File: src/rtl/pag_pkg.sv
package pag_pkg;

  typedef enum logic [1:0] {
    SPACE_CFG  = 2'b00,
    SPACE_MEM  = 2'b01,
    SPACE_IO   = 2'b10,
    SPACE_RSVD = 2'b11
  } space_e;

  localparam logic [1:0] PS_FULL_ON    = 2'b00;
  localparam logic [1:0] PS_DEEP_SLEEP = 2'b11;

  typedef struct packed {
    logic fwd;
    logic abort;
    logic sleep;
  } gate_strobe_t;

endpackage

File: src/rtl/pag_ctrl.sv
module pag_ctrl
  import pag_pkg::*;
#(
  parameter int ADDR_W = 12,
  parameter logic [ADDR_W-1:0] PM_ADDR = 12'h044
) (
  input  logic              clk,
  input  logic              rstN,
  input  logic              reqValid,
  input  logic [1:0]        reqSpace,
  input  logic              reqWrite,
  input  logic [ADDR_W-1:0] reqAddr,
  input  logic [1:0]        reqField,
  output gate_strobe_t      strobe,
  output logic [1:0]        pwrState
);

  logic isCfg;
  logic stateWrite;
  logic inSleep;

  assign isCfg      = (space_e'(reqSpace) == SPACE_CFG);
  assign inSleep    = (pwrState == PS_DEEP_SLEEP);
  assign stateWrite = reqValid && isCfg && reqWrite && (reqAddr == PM_ADDR);

  // The new state is taken at the end of the write cycle, so the request of
  // that cycle and the interrupt gating of that cycle still see the old one.
  always_ff @(posedge clk) begin
    if (!rstN) begin
      pwrState <= PS_FULL_ON;
    end else if (stateWrite) begin
      pwrState <= reqField;
    end
  end

  always_comb begin
    strobe       = '0;
    strobe.sleep = inSleep;
    strobe.fwd   = reqValid && (isCfg || !inSleep);
    strobe.abort = reqValid && !isCfg && inSleep;
  end

endmodule

File: src/rtl/pag_dp.sv
module pag_dp
  import pag_pkg::*;
#(
  parameter int ADDR_W = 12,
  parameter int DATA_W = 32,
  parameter int NSRC   = 8
) (
  input  logic              clk,
  input  logic              rstN,
  input  gate_strobe_t      strobe,
  input  logic [1:0]        reqSpace,
  input  logic              reqWrite,
  input  logic [ADDR_W-1:0] reqAddr,
  input  logic [DATA_W-1:0] reqWdata,
  input  logic [NSRC-1:0]   irqStatus,
  input  logic [NSRC-1:0]   irqEnable,
  input  logic              portDriveIn,
  input  logic              devPresentIn,
  output logic              fwdValid,
  output logic [1:0]        fwdSpace,
  output logic              fwdWrite,
  output logic [ADDR_W-1:0] fwdAddr,
  output logic [DATA_W-1:0] fwdWdata,
  output logic              abortValid,
  output logic              irqOut,
  output logic              portDriveOut,
  output logic              devPresentOut
);

  logic [NSRC-1:0] liveSrc;
  logic            anyLive;

  assign liveSrc = irqStatus & irqEnable;
  assign anyLive = |liveSrc;

  // Handshake flags: cleared by reset.
  always_ff @(posedge clk) begin
    if (!rstN) begin
      fwdValid      <= 1'b0;
      abortValid    <= 1'b0;
      irqOut        <= 1'b0;
      portDriveOut  <= 1'b0;
      devPresentOut <= 1'b0;
    end else begin
      fwdValid      <= strobe.fwd;
      abortValid    <= strobe.abort;
      irqOut        <= anyLive && !strobe.sleep;
      portDriveOut  <= portDriveIn && !strobe.sleep;
      devPresentOut <= devPresentIn && !strobe.sleep;
    end
  end

  // Payload registers: loaded only for forwarded requests, no reset needed.
  always_ff @(posedge clk) begin
    if (strobe.fwd) begin
      fwdSpace <= reqSpace;
      fwdWrite <= reqWrite;
      fwdAddr  <= reqAddr;
      fwdWdata <= reqWdata;
    end
  end

endmodule

File: src/rtl/pwr_access_gate.sv
module pwr_access_gate
  import pag_pkg::*;
#(
  parameter int ADDR_W = 12,
  parameter int DATA_W = 32,
  parameter int NSRC   = 8,
  parameter logic [ADDR_W-1:0] PM_ADDR = 12'h044
) (
  input  logic              clk,
  input  logic              rstN,
  input  logic              reqValid,
  input  logic [1:0]        reqSpace,
  input  logic              reqWrite,
  input  logic [ADDR_W-1:0] reqAddr,
  input  logic [DATA_W-1:0] reqWdata,
  output logic              fwdValid,
  output logic [1:0]        fwdSpace,
  output logic              fwdWrite,
  output logic [ADDR_W-1:0] fwdAddr,
  output logic [DATA_W-1:0] fwdWdata,
  output logic              abortValid,
  input  logic [NSRC-1:0]   irqStatus,
  input  logic [NSRC-1:0]   irqEnable,
  output logic              irqOut,
  input  logic              portDriveIn,
  input  logic              devPresentIn,
  output logic              portDriveOut,
  output logic              devPresentOut,
  output logic [1:0]        pwrState
);

  gate_strobe_t strobe;

  pag_ctrl #(.ADDR_W(ADDR_W), .PM_ADDR(PM_ADDR)) ctrl_i (
    .clk      (clk),
    .rstN     (rstN),
    .reqValid (reqValid),
    .reqSpace (reqSpace),
    .reqWrite (reqWrite),
    .reqAddr  (reqAddr),
    .reqField (reqWdata[1:0]),
    .strobe   (strobe),
    .pwrState (pwrState)
  );

  pag_dp #(.ADDR_W(ADDR_W), .DATA_W(DATA_W), .NSRC(NSRC)) dp_i (
    .clk          (clk),
    .rstN         (rstN),
    .strobe       (strobe),
    .reqSpace     (reqSpace),
    .reqWrite     (reqWrite),
    .reqAddr      (reqAddr),
    .reqWdata     (reqWdata),
    .irqStatus    (irqStatus),
    .irqEnable    (irqEnable),
    .portDriveIn  (portDriveIn),
    .devPresentIn (devPresentIn),
    .fwdValid     (fwdValid),
    .fwdSpace     (fwdSpace),
    .fwdWrite     (fwdWrite),
    .fwdAddr      (fwdAddr),
    .fwdWdata     (fwdWdata),
    .abortValid   (abortValid),
    .irqOut       (irqOut),
    .portDriveOut (portDriveOut),
    .devPresentOut(devPresentOut)
  );

endmodule

File: config.mk
export PLATFORM = sky130hd
export DESIGN_NAME = pwr_access_gate
export DESIGN_NICKNAME = d
export VERILOG_FILES = /design/src/rtl/pag_pkg.sv /design/src/rtl/pag_ctrl.sv /design/src/rtl/pag_dp.sv /design/src/rtl/pwr_access_gate.sv
export SDC_FILE = /design/constraint.sdc
export NUM_CORES = 1
export LEC_CHECK = 0
export BUFFER_PORTS_ARGS = -buffer_cell sky130_fd_sc_hd__buf_2
export CAP_MARGIN = 20
export CORE_ASPECT_RATIO = 1.5
export CORE_MARGIN = 8
export CORE_UTILIZATION = 36
export CTS_CLUSTER_SIZE = 30
export DETAILED_ROUTE_END_ITERATION = 10
export GPL_TIMING_DRIVEN = 0
export PLACE_DENSITY = 0.71
export SETUP_SLACK_MARGIN = 0.4
export SLEW_MARGIN = 20
export SYNTH_ARGS = -nofsm -noshare
export SYNTH_HDL_FRONTEND = slang
export SYNTH_SLANG_ARGS = --single-unit
File: constraint.sdc
create_clock -name clk -period 1.9 [get_ports clk]
set_clock_uncertainty 0.1 [all_clocks]
set_input_delay 0.095 -clock clk [delete_from_list [all_inputs] [get_ports clk]]
set_output_delay 0.095 -clock clk [all_outputs]
set_load 0.01 [all_outputs]
==> flow_results.org <==
** Outcome
- Status :: complete, no violations

** Logic synthesis
- The most used flip-flop cell after synthesis is edfxtp_1.
- Synthesis produced a netlist with a net count of between 100 and 150.
- Proportion of synthesized flip-flops having asynchronous set or reset :: 0
- The synthesized netlist contains 17 unique library cells.
- For this run, the number of Yosys warnings is 0.
- The mapped netlist covers roughly 1700 sq um.
- Synthesis inferred 54 register bits.
- Number of instances in the synthesized netlist :: 79
- Count of flip-flops with a built-in enable after synthesis :: 47
- Share of the yosys chip area belonging to registers :: 0.887
- Averaged over all synthesized cells, the footprint is around 22 sq um.

** STA
- Setup TNS :: 0 ns
- The hold violation total from the final report came to 0.
- Measured against its own limit, the worst slew margin works out to 0.778.
- Worst Hold Margin :: 0.0108 ns
- Final Worst Setup Slack :: about 0.50 ns
- For the pin with the worst max-slew slack, the measured transition is ~0.33 ns.
- Static timing analysis puts the maximum clock frequency at between 700 and 800 MHz.
- Setup-failing EPs final :: 0
- Number of max-slew violations in the final report :: 0
- Period Utilization, post-route :: 0.737
- Setup repair after global routing left no endpoint under its margin.
- Post-layout min period :: approximately 1.4 ns

** Global route
- Global-route wire length before repair :: around 7900 microns
- For this run the aggregate overflow at the end of global routing stands at 0.
- Initial antenna violation count :: 0
- Number of global-route vias before repair :: about 1,700
- Entering global routing, the biggest net connects 25 pins.
- Global-route total usage across every layer :: 0.140

** Clock tree
- Clock tree root buffer cell :: clkbuf_8
- Number of buffers on the longest clock path :: 2
- Clock tree synthesis found a total of 54 sinks.
- # Post-CTS Setup Buffers :: 0
- Worst-skew pair later-pin latency :: roughly 0.30 ns
- In this run the number of H-tree levels came out at 2.
- Clock-pin slew was measured on the worst setup and hold paths at around 0.1 ns.
- Clock tree from TritonCTS :: yes
- Number of buffers created by CTS :: 5

** Final layout
- The layout has approximately 360 filler cells.
- Leading cell type in the layout, fill and taps excluded :: buf_2
- Highest-count cells in the layout ignoring fill and taps :: 121 x buf_2, 53 x dlygate4sd3_1, 47 x edfxtp_1, 7 x nand2_1, 7 x dfxtp_1
- Relative to the synthesized area, the layout overhead comes to 76.5%.
- NumNets Final :: ~330
- Number of antenna cells inserted :: 0
- Layout cell share with drive strength beyond 1 :: 0.519

** Routing
- Vias per cell :: ~4.3
- The first detailed-routing pass took 4 iterations.
- The routed layout has around 1,400 vias.
- Residual DRC count :: 0
- Number of design-rule violations left by the first detailed-router iteration :: 41
- DR WL/cell :: ~16 microns
- The detail route stage leaves a number of antenna-violating nets equal to 0.
- Wire length after detailed routing :: ~5200 microns

** Hold path
- Along the worst hold path, the cell count comes to 3.
- Hold wc startpoint :: irqEnable[7]
- Worst min-delay path category :: primary input to flop
- Min-Delay Endpoint :: dp_i.irqOut

** Floorplanning
- Width of the chip :: 72.9 microns
- The floorplan step defined a die boundary enclosing between 7000 and 8000 sq um.
- Number of placement rows :: 31
- The floorplan step defined a core boundary enclosing about 4800 sq um.
- Height of the chip :: 101 microns
- Count of pins on the block boundary :: around 120
- Initial Util :: 0.367

** Power
- The worst-case IR drop observed on VDD is between 500 and 600 uV.
- Dividing total power by cell area gives a power density of between 800 and 900 nW/um^2.
- Summed over all cells, the static leakage comes to roughly 1.4 nW.
- Tot Pwr :: 2.48 mW

** Setup path
- The worst register-to-register path begins at ctrl_i.pwrState[0].
- Worst reg2reg path depth :: 2
- STA classifies the critical path startpoint as a flop.
- Data arrives at the worst endpoint at 1.27 ns.
- Class of the most critical setup path :: flop to flop
- Data required, critical path :: around 1.8 ns
- The worst register-to-register path ends at dp_i.fwdWdata[17].
- Maximum fanout count along the critical path :: 24
- Category of the worst setup path capture point :: flop
- Reg-to-reg slack, setup :: between 0.4 and 0.5 ns

** Place
- At the placement stage, the worst setup path has a slack of approximately 0.32 ns.
- The count of buffers added on input and output ports is around 120.
- Gpl congestion :: a little under 0.7
- Detailed Place HPWL :: 3550 microns

** Job
- Across the run, the number of max-cap violations was 0.
-- synthesized netlist by cell type, types with 2 or more instances --
cell,count,share of area
nand2_1,7,0.015
and3_1,2,0.0072
nor4b_2,2,0.017
dfxtp_1,7,0.080
a22oi_1,2,0.0086
mux2i_1,2,0.011
edfxtp_1,47,0.81
-- worst max-delay path by stage --
stage / start / endpoint / slack (ns) / cells after the start
finish: ctrl_i.pwrState[0] / dp_i.fwdWdata[17] / 0.50 / 2
detailed placement: reqSpace[1] / dp_i.fwdWdata[3] / 0.32 / 3
CTS: ctrl_i.pwrState[0] / dp_i.fwdWdata[3] / 0.50 / 2
floorplan: ctrl_i.pwrState[0] / dp_i.fwdAddr[0] / 0.49 / 2
global route: ctrl_i.pwrState[0] / dp_i.fwdWdata[8] / 0.44 / 2
global placement: reqSpace[1] / dp_i.fwdWdata[27] / 0.33 / 3
-- per-layer routing --
metal	vias up	wire, microns	track usage
met5	-	0	0
met2	76	2910	0.269
met4	0	59	0.0480
met3	6	478	0.0614
met1	660	1710	0.123
li1	676	-	-
-- layout make-up --
class                      instances  area [sq um]  area share
sequential                        54          1550       0.502
timing repair buffer             174          1140       0.368
multi-input combinational         26           209      0.0677
tap                               66          82.6      0.0267
clock buffer                       5          68.8      0.0223
clock inverter                     3          40.0      0.0130
-- flip-flops by register name, indices dropped and copies added (netlist names) --
name and cells:
ctrl_i.pwrState 2, dp_i.abortValid 1, dp_i.devPresentOut 1, dp_i.fwdAddr 12
dp_i.fwdSpace 2, dp_i.fwdValid 1, dp_i.fwdWdata 32, dp_i.fwdWrite 1
dp_i.irqOut 1, dp_i.portDriveOut 1
-- where the power goes --
group / leakage [nW] / internal (mW) / switching, mW / total, mW
Sequential: 0.518 / 1.38 / 0.0198 / 1.40
Clock: 0.0579 / 0.388 / 0.349 / 0.737
Combinational: 0.793 / 0.187 / 0.152 / 0.339
-- stage by stage --
| stage | cell area (sq um) | std cells | utilization |
|---|---|---|---|
| final | 3090 | 328 | 0.647 |
| after global routing | 3090 | 328 | 0.647 |
| after CTS | 3100 | 329 | 0.649 |
| after detailed placement | 2440 | 266 | 0.511 |
| after global placement | 2440 | 266 | 0.511 |
| after floorplan | 1750 | 79 | - |
-- logic make-up (layout without fill, tap and decap cells) --
group	Yosys count	count (layout)	share of synthesized area
compound gates	6	6	0.0265
buf+inv	0	182	0
flops	54	54	0.887
mux	2	2	0.0114
simple gates	17	18	0.0751
-- critical path, stage by stage, from the launching register on --
cell and delay, ns:
dfxtp_1 0.35, o211ai_1 0.18, and2_4 0.43
-- repair_timing --
action                                  4_1_cts  5_1_grt
resized for setup                             1        0
cloned                                        1        0
pin swaps                                     1        0
hold buffers                                 54        0
hold endpoints to repair                     54        0
endpoints found under the setup margin       47        1
No activity file was read; power rests on OpenSTA's default activity.
